<file path="src/rtl/usbh_rxstat_pkg.sv">
package usbh_rxstat_pkg;

  localparam int CHN_W = 4;
  localparam int BCNT_W = 11;
  localparam int PID_W = 2;
  localparam int STS_W = 4;
  localparam int ENTRY_W = STS_W + PID_W + BCNT_W + CHN_W;

  // Field order follows the bit positions software decodes.
  typedef struct packed {
    logic [STS_W-1:0]  pktst;
    logic [PID_W-1:0]  dpid;
    logic [BCNT_W-1:0] bcount;
    logic [CHN_W-1:0]  chnum;
  } rx_entry_t;

  localparam logic [STS_W-1:0] STS_IN_DATA  = 4'b0010;
  localparam logic [STS_W-1:0] STS_IN_DONE  = 4'b0011;
  localparam logic [STS_W-1:0] STS_TOG_ERR  = 4'b0101;
  localparam logic [STS_W-1:0] STS_CH_HALT  = 4'b0111;

  function automatic logic sts_is_event(input logic [STS_W-1:0] s);
    return (s == STS_IN_DONE) || (s == STS_TOG_ERR) || (s == STS_CH_HALT);
  endfunction

endpackage

</file>
<file path="src/rtl/usbh_rxstat_mem.sv">
module usbh_rxstat_mem #(
  parameter int DEPTH = 8,
  parameter int WIDTH = 21,
  localparam int PTR_W = (DEPTH > 1) ? $clog2(DEPTH) : 1
) (
  input  logic             clk,
  input  logic             wr_en,
  input  logic [PTR_W-1:0] wr_ptr,
  input  logic [WIDTH-1:0] wr_data,
  input  logic [PTR_W-1:0] rd_ptr,
  output logic [WIDTH-1:0] rd_data
);

  logic [WIDTH-1:0] store [DEPTH];

  // Write-only clocked process with no reset, so distributed RAM can be inferred.
  always_ff @(posedge clk) begin
    if (wr_en) store[wr_ptr] <= wr_data;
  end

  assign rd_data = store[rd_ptr];

endmodule

</file>
<file path="src/rtl/usbh_rxstat_ctrl.sv">
module usbh_rxstat_ctrl #(
  parameter int DEPTH = 8,
  localparam int PTR_W = (DEPTH > 1) ? $clog2(DEPTH) : 1,
  localparam int CNT_W = $clog2(DEPTH + 1)
) (
  input  logic             clk,
  input  logic             rst,
  input  logic             push_req,
  input  logic             pop_req,
  output logic             wr_en,
  output logic [PTR_W-1:0] wr_ptr,
  output logic [PTR_W-1:0] rd_ptr,
  output logic [CNT_W-1:0] count,
  output logic             overflow
);

  localparam logic [CNT_W-1:0] FULL_CNT = CNT_W'(DEPTH);
  localparam logic [PTR_W-1:0] LAST_PTR = PTR_W'(DEPTH - 1);

  logic full;
  logic do_pop;

  assign full   = (count == FULL_CNT);
  assign wr_en  = push_req && !full;
  assign do_pop = pop_req && (count != '0);

  function automatic logic [PTR_W-1:0] bump(input logic [PTR_W-1:0] p);
    return (p == LAST_PTR) ? '0 : p + 1'b1;
  endfunction

  always_ff @(posedge clk) begin
    if (rst) begin
      wr_ptr   <= '0;
      rd_ptr   <= '0;
      count    <= '0;
      overflow <= 1'b0;
    end else begin
      if (wr_en)  wr_ptr <= bump(wr_ptr);
      if (do_pop) rd_ptr <= bump(rd_ptr);
      case ({wr_en, do_pop})
        2'b10:   count <= count + 1'b1;
        2'b01:   count <= count - 1'b1;
        default: count <= count;
      endcase
      if (push_req && full) overflow <= 1'b1;
    end
  end

  assert_count_bound_R10: assert property (@(posedge clk) disable iff (rst)
    count <= FULL_CNT);

  assert_overflow_sticky_R10: assert property (@(posedge clk) disable iff (rst)
    overflow |=> overflow);

  assert_both_keep_count_R9: assert property (@(posedge clk) disable iff (rst)
    (wr_en && do_pop) |=> $stable(count));

endmodule

</file>
<file path="src/rtl/usbh_rxstat_rdport.sv">
module usbh_rxstat_rdport
  import usbh_rxstat_pkg::*;
#(
  parameter int ADDR_W = 8,
  parameter logic [ADDR_W-1:0] PEEK_OFS = 8'h1C,
  parameter logic [ADDR_W-1:0] POP_OFS  = 8'h20
) (
  input  logic              clk,
  input  logic              rst,
  input  logic              rd_en,
  input  logic [ADDR_W-1:0] rd_addr,
  input  logic              rd_word,
  input  logic              nonempty,
  input  rx_entry_t         head,
  output logic              pop_req,
  output logic [31:0]       rd_data,
  output logic              evt_pulse
);

  logic hit_peek, hit_pop, take;

  assign hit_peek = rd_en && rd_word && (rd_addr == PEEK_OFS);
  assign hit_pop  = rd_en && rd_word && (rd_addr == POP_OFS);
  assign take     = (hit_peek || hit_pop) && nonempty;
  assign pop_req  = hit_pop && nonempty;

  always_ff @(posedge clk) begin
    if (rst) begin
      rd_data   <= '0;
      evt_pulse <= 1'b0;
    end else begin
      rd_data   <= take ? {{(32-ENTRY_W){1'b0}}, head} : '0;
      evt_pulse <= pop_req && sts_is_event(head.pktst);
    end
  end

  assert_evt_single_R6: assert property (@(posedge clk) disable iff (rst)
    evt_pulse |=> !evt_pulse || $past(pop_req));

endmodule

</file>
<file path="src/rtl/usbh_rxstat_queue.sv">
module usbh_rxstat_queue
  import usbh_rxstat_pkg::*;
#(
  parameter int DEPTH = 8,
  parameter int ADDR_W = 8,
  localparam int PTR_W = (DEPTH > 1) ? $clog2(DEPTH) : 1,
  localparam int CNT_W = $clog2(DEPTH + 1)
) (
  input  logic              clk,
  input  logic              rst,
  input  logic              push_valid,
  input  logic [3:0]        push_chnum,
  input  logic [10:0]       push_bcount,
  input  logic [1:0]        push_dpid,
  input  logic [3:0]        push_pktst,
  input  logic              rd_en,
  input  logic [ADDR_W-1:0] rd_addr,
  input  logic              rd_word,
  output logic [31:0]       rd_data,
  output logic              fifo_nonempty,
  output logic              overflow,
  output logic              evt_pulse
);

  rx_entry_t        wr_entry, head;
  logic             wr_en, pop_req;
  logic [PTR_W-1:0] wr_ptr, rd_ptr;
  logic [CNT_W-1:0] count;

  assign wr_entry = '{pktst: push_pktst, dpid: push_dpid,
                      bcount: push_bcount, chnum: push_chnum};
  assign fifo_nonempty = (count != '0);

  usbh_rxstat_ctrl #(.DEPTH(DEPTH)) u_ctrl (
    .clk(clk), .rst(rst), .push_req(push_valid), .pop_req(pop_req),
    .wr_en(wr_en), .wr_ptr(wr_ptr), .rd_ptr(rd_ptr), .count(count),
    .overflow(overflow)
  );

  usbh_rxstat_mem #(.DEPTH(DEPTH), .WIDTH(ENTRY_W)) u_mem (
    .clk(clk), .wr_en(wr_en), .wr_ptr(wr_ptr), .wr_data(wr_entry),
    .rd_ptr(rd_ptr), .rd_data(head)
  );

  usbh_rxstat_rdport #(.ADDR_W(ADDR_W)) u_rdport (
    .clk(clk), .rst(rst), .rd_en(rd_en), .rd_addr(rd_addr), .rd_word(rd_word),
    .nonempty(fifo_nonempty), .head(head), .pop_req(pop_req),
    .rd_data(rd_data), .evt_pulse(evt_pulse)
  );

  assert_empty_read_still_R7: assert property (@(posedge clk) disable iff (rst)
    (rd_en && !fifo_nonempty) |=> $stable(rd_ptr));

  assert_evt_from_pop_R6: assert property (@(posedge clk) disable iff (rst)
    evt_pulse |-> (rd_ptr != $past(rd_ptr)) || (DEPTH == 1));

  assert_narrow_no_pop_R8: assert property (@(posedge clk) disable iff (rst)
    (rd_en && !rd_word) |=> $stable(rd_ptr));

  assert_reserved_zero_R2: assert property (@(posedge clk) disable iff (rst)
    (rd_data != '0) |-> $past(rd_en && fifo_nonempty));

endmodule

</file>
<file path="config.mk">
export PLATFORM = sky130hd
export DESIGN_NAME = usbh_rxstat_queue
export DESIGN_NICKNAME = d
export VERILOG_FILES = /design/src/rtl/usbh_rxstat_pkg.sv /design/src/rtl/usbh_rxstat_mem.sv /design/src/rtl/usbh_rxstat_ctrl.sv /design/src/rtl/usbh_rxstat_rdport.sv /design/src/rtl/usbh_rxstat_queue.sv
export SDC_FILE = /design/constraint.sdc
export NUM_CORES = 1
export LEC_CHECK = 0
export CAP_MARGIN = 20
export CORE_UTILIZATION = 50
export CTS_CLUSTER_DIAMETER = 30
export CTS_CLUSTER_SIZE = 10
export DETAILED_ROUTE_END_ITERATION = 10
export DONT_BUFFER_PORTS = 1
export PLACE_DENSITY = 0.76
export RECOVER_POWER = 100
export REMOVE_ABC_BUFFERS = 1
export SLEW_MARGIN = 20
export SYNTH_ARGS = -nofsm -noshare
export SYNTH_HDL_FRONTEND = slang
export SYNTH_SLANG_ARGS = --single-unit
</file>
<file path="constraint.sdc">
create_clock -name clk -period 4 [get_ports clk]
set_input_delay 0.8 -clock clk [delete_from_list [all_inputs] [get_ports clk]]
set_output_delay 0.8 -clock clk [all_outputs]
set_load 0.02 [all_outputs]
</file>
# == After elaboration in Yosys (flattened, before gate mapping) ==
# Memories as Yosys holds them, arrays and structs flattened. A register that Yosys moved wholly into a read port is not among the register bits.
# Cells that the tools add are included.
# op_classes
add_sub_neg,4
multipliers,0
n_div,0
magnitude_cmp,0
eq_ne,10
n_shift,0
n_mux,7
bitwise_logic,1
n_reduce_logical,16
# ops
cell,n
$mux W3,4
$logic_and A1 B1 Y1,9
$eq A4 B3 Y1 const B,2
$eq A8 B5 Y1 const B,1
$eq A8 B6 Y1 const B,1
$pmux W4 S2,1
$add A3 B1 Y3 const B,2
$eq A3 B3 Y1 const B,2
$add A4 B1 Y4 const B,1
$eq A4 B2 Y1 const B,1
$eq A4 B4 Y1 const B,1
$reduce_bool A4 Y1,1
$sub A4 B1 Y4 const B,1
$logic_or A1 B1 Y1,3
$eq A2 B1 Y1 const B,1
$eq A2 B2 Y1 const B,1
$mux W1,2
$reduce_bool A2 Y1,1
$reduce_or A2 Y1,1
$logic_not A1 Y1,1
$not A1 Y1,1
# totals
reg_bits,44
latchBits,0
ram_bits,168
rom_bits,0
input_bits,34
out_inout_bits,35
word_cells,46
memories,1
# mem_list
memory,words,word_bits,read_ports,rd_ports_with_merged_regs,wr,line,rtl
u_mem.store,8,21,1,1,1,usbh_rxstat_mem.sv:14,logic [WIDTH-1:0] store [DEPTH];

# == Longest topological paths before layout ==
# logic_depth
ltp_word,6
ltp_mapped,11
depth_no_buf,10

# == Cells and area by module ==
# From an unflattened synthesis, not the netlist that was laid out.
# hier_totals
hier_cells,388
area_unflattened_um2,7907.6
# by_module_without_submodules
mod,n_inst,cells_each,area_each_um2,seq_area_each_um2
usbh_rxstat_mem,1,256,6518.8,5044.8
usbh_rxstat_rdport,1,68,790.8,440.4
usbh_rxstat_ctrl,1,63,590.6,220.2
usbh_rxstat_queue,1,1,7.5,0.0

# == Worst setup path before layout ==
# No wires, ideal clock.
# synth_timing
kind,input port to flip-flop
startpoint,input push_valid
endpoint,"memory u_mem.store[0][0], enable pin"
setup_time_ns,0.452
arrival_ns,3.248
required_time_ns,3.548
setup_slack_ns,0.300
stages,3
path_buffers,1
cell_sequence,a21bo_2 -> clkbuf_1 -> nor4_1
# synth_between
elab_chain_cells,3
# synth_lines
element,line,rtl
start: declaration,usbh_rxstat_queue.sv:11,"input logic push_valid,"
$logic_and A1 B1 Y1,usbh_rxstat_ctrl.sv:24,assign wr_en = push_req && !full;
$mux W1,usbh_rxstat_mem.sv:18,if (wr_en) store[wr_ptr] <= wr_data;
$mux W1 (implied by the code),usbh_rxstat_mem.sv:18,
end: declaration,usbh_rxstat_mem.sv:14,
# Every way passes these cells.

# == Worst setup path after layout ==
# layout_timing
startpoint,register u_ctrl.count[1]
endpoint,"memory u_mem.store[2][3], enable pin"
# layout_between
elab_chain_cells,5
# layout_lines
element,line,rtl
start: declaration,usbh_rxstat_ctrl.sv:13,"output logic [CNT_W-1:0] count,"
start signal: assignment,usbh_rxstat_ctrl.sv:41,2'b10: count <= count + 1'b1;
start signal: assignment,usbh_rxstat_ctrl.sv:42,2'b01: count <= count - 1'b1;
start signal: assignment,usbh_rxstat_ctrl.sv:43,default: count <= count;
$eq A4 B4 Y1,usbh_rxstat_ctrl.sv:23,assign full = (count == FULL_CNT);
$logic_not A1 Y1,usbh_rxstat_ctrl.sv:24,
$logic_and A1 B1 Y1,usbh_rxstat_ctrl.sv:24,
$mux W1,usbh_rxstat_mem.sv:18,
$mux W1 (implied by the code),usbh_rxstat_mem.sv:18,
# Every way passes these cells.

==> results.sh <==
export IMPL_drtAntennaViolNets=0
export IMPL_grt_max_degree=26
export IMPL_synth_mux_area_share_pct=15.4
export IMPL_crit_path_start_kind="flip-flop"
export IMPL_cp_end_kind="flip-flop"
export IMPL_worstHoldStart="rst"
export IMPL_async_flop_share_pct=0
export IMPL_postSynthCellCount=390
export IMPL_synth_area_leaders="edfxtp_1 66%, mux4_2 12%, dfxtp_1 9.4%, mux2i_1 3.1%, nor2_1 1.5%"
export IMPL_worst_path_largest_cell_delay_ps=930
export IMPL_clock_fmax_ghz=0.324
export IMPL_peakVddDrop_v=0.000276
export IMPL_path_cells="nor3_1 > a21bo_1 > nor3_1 > clkbuf_1"
export IMPL_worstHoldEndpoint="u_ctrl.count[2]"
export IMPL_p_sw_w=0.00104
export IMPL_place_hpwl_um=7830
export IMPL_netlist_area_sq_mm=0.00769
export IMPL_rsz0062_at_grt="no"
export IMPL_rrSetupSlack_ps=920
export IMPL_max_slew_margin_pct=-14.6
export IMPL_cts_root_buffer="clkbuf_16"
export IMPL_final_common_cell="edfxtp_1"
export IMPL_synth_seq_cells=204
export IMPL_grt_antenna_before_repair=0
export IMPL_seq_power_share_pct=44.9
export IMPL_drt_initial_drc_count=219
export IMPL_violations="capacitance limit, slew limit"
export IMPL_remaining_drc_errors=0
export IMPL_yosys_area_share_simple_pct=4.64
export IMPL_max_cap_viol_count=4
export IMPL_reg2reg_depth=4
export IMPL_swShare_pct=19.9
export IMPL_fin_nets=462
export IMPL_cts_buffers=36
export IMPL_grt_pass1_wl_um=21000
export IMPL_critPathMaxFanout=16
export IMPL_cp_arrival_ps=3180
export IMPL_path_buf_inv=1
export IMPL_cts_htree_levels=2
export IMPL_io_buffers=0
export IMPL_hold_viol=0
export IMPL_setup_tns_ps=0
export IMPL_path_class="reg -> reg"
export IMPL_period_needed_ps=3080
export IMPL_grt_pass1_vias=3813
export IMPL_antenna_cells=0
export IMPL_tritoncts="built"
export IMPL_yosysSeqAreaShare_pct=75.0
export IMPL_min_period_over_period_pct=77.1
export IMPL_synth_xor_area_share_pct=0.342
export IMPL_synth_compound_area_share_pct=1.03
export IMPL_timing_rr_end="u_mem.store[2][3]"
export IMPL_synth_top_area_cell="edfxtp_1"
export IMPL_status="finished with violations"
export IMPL_hp_class="in -> reg"
export IMPL_slowest_stage="clkbuf_1"
export IMPL_die_h_um=126
export IMPL_yosysUniqueCellTypes=35
export IMPL_r2r_start="u_ctrl.count[1]"
export IMPL_setup_viol=0
export IMPL_io_pins=69
export IMPL_holdPathStages=1
export IMPL_synth_top_area_share_pct=65.6
export IMPL_postCtsHoldBufs=0
export IMPL_cts_buffer_depth=3
export IMPL_cts_clk_slew_worst_paths_ps=50
export IMPL_avgSynthCellArea_sq_um=19.7
export IMPL_cts_sinks=204
export IMPL_crit_family="simple AND/OR/NAND/NOR gates"
export IMPL_synth_top_flop_cell="edfxtp_1"
export IMPL_intPower_w=0.00420
export IMPL_via_per_inst=5.66
export IMPL_pwr_density_cell_mw_per_mm2=583
export IMPL_firstDrtPassIters=6
export IMPL_worstMarginPinSlew_ps=1720
export IMPL_routed_wl_um=13500
export IMPL_final_cell_mix="168 x edfxtp_1, 42 x mux4_2, 37 x clkbuf_16"
export IMPL_power_share_clock_pct=53.3
export IMPL_gp_congestion=0.708
export IMPL_synth_top_family_by_area="multiplexers"
export IMPL_skew_ps=13.8
export IMPL_fin_area_sq_mm=0.00899
export IMPL_worst_skew_pair_late_latency_ps=500
export IMPL_crit_top_cell="nor3_1"
export IMPL_final_max_slew_viol_count=63
export IMPL_postCtsSetupRepairBufs=0
export IMPL_wl_per_cell_um=21.4
export IMPL_grt_overflow=0
export IMPL_core_area_sq_mm=0.0148
export IMPL_critical_path_required_ps=4100
export IMPL_path_depth=4
export IMPL_fin_util_pct=61.0
export IMPL_drive_above_1_share_pct=24.5
export IMPL_power_frac_comb_pct=1.7
export IMPL_die_area_sq_mm=0.0159
export IMPL_num_rows=44
export IMPL_start_util_pct=52.1
export IMPL_leakage_nw=2.93
export IMPL_vias=3581
export IMPL_placed_cell_area_sq_mm=0.00792
export IMPL_track_usage_pct=18.0
export IMPL_fp_dieW_um=126
export IMPL_cts_resized=0
export IMPL_ys_warn_count=0
export IMPL_synth_fa_ha_area_share_pct=1.14
export IMPL_synth_edff_count=168
export IMPL_syn2layout_area_growth_pct=17.0
[sequential cells by signal, indices dropped and copies added (netlist names), named ones only]
register / cells
u_ctrl.count: 4
u_ctrl.overflow: 1
u_ctrl.rd_ptr: 3
u_ctrl.wr_ptr: 3
u_mem.store: 168
u_rdport.evt_pulse: 1
u_rdport.rd_data: 21
[through the flow]
| stage | setup slack [ps] | instances | total power [W] | hold WS [ps] |
|---|---|---|---|---|
| after detailed placement | 949 | 567 | 0.00249 | 479 |
| after global placement | 1080 | 567 | 0.00249 | 465 |
| after floorplan | 429 | 371 | 0.00246 | 451 |
| after global routing | 708 | 633 | 0.00540 | 357 |
| after CTS | 1170 | 633 | 0.00530 | 355 |
| final | 915 | 633 | 0.00525 | 369 |
[layout make-up]
type / instances / area [sq um]
clock buffers: 47 / 993
clock inverters: 19 / 154
fillers: 1031 / 5760
inverters: 1 / 3.75
multi-input cells: 166 / 1760
flip-flops and latches: 204 / 5770
well taps: 184 / 230
repair buffers: 12 / 83.8
[worst reg2reg max path: cells and delay by family, from the launching register on]
family	cells	cell delay (ps)
AOI/OAI and AO/OA	1	330
DFF	1	450
and+or+nand+nor	2	970
buffers and inverters	1	930
[power groups by stage]
stage                     Combinational, W  Sequential (W)  Clock [W]
after floorplan                  0.0000697         0.00239          0
after global placement           0.0000936         0.00239          0
after detailed placement         0.0000968         0.00240          0
after CTS                        0.0000969         0.00236    0.00285
after global routing             0.0000996         0.00236    0.00294
final                            0.0000917         0.00236    0.00280
[metal layers]
layer  GRT usage (%)  wire (um)  part of all wire, %
met1            22.1       5500                   41
met2            29.2       6790                   50
met3            5.27        875                  6.5
met4            9.00        363                  2.7
met5               0          0                    0
[cell families after synthesis]
logic type / after synthesis
flops: 204
mux: 66
simple gates: 65
buf+inv: 30
compound gates: 14
fa+ha+maj: 7
xor+xnor: 3
other cells: 1
[cell usage after synthesis (all sizes together) (2+ instances only)]
library cell,n
nand2,7
nor3,5
mux4,42
nand4b,2
nand2b,2
edfxtp,168
nor2,31
clkbuf,3
buf,26
mux2i,24
nor4,2
nand3,4
o21ai,3
dfxtp,36
xor2,3
or3,3
ha,7
a21oi,8
[worst max path at each step]
stage	end	from	slack, ps
after floorplan	u_mem.store[0][0]	push_valid	430
after global placement	u_ctrl.count[2]	rd_addr[2]	1080
after detailed placement	u_ctrl.count[2]	rd_addr[2]	950
after CTS	u_ctrl.count[2]	u_ctrl.count[3]	1170
after global routing	u_rdport.rd_data[8]	flip-flop	710
final	u_mem.store[2][3]	u_ctrl.count[1]	920
Note: power is estimated with default switching activity, not from simulation.
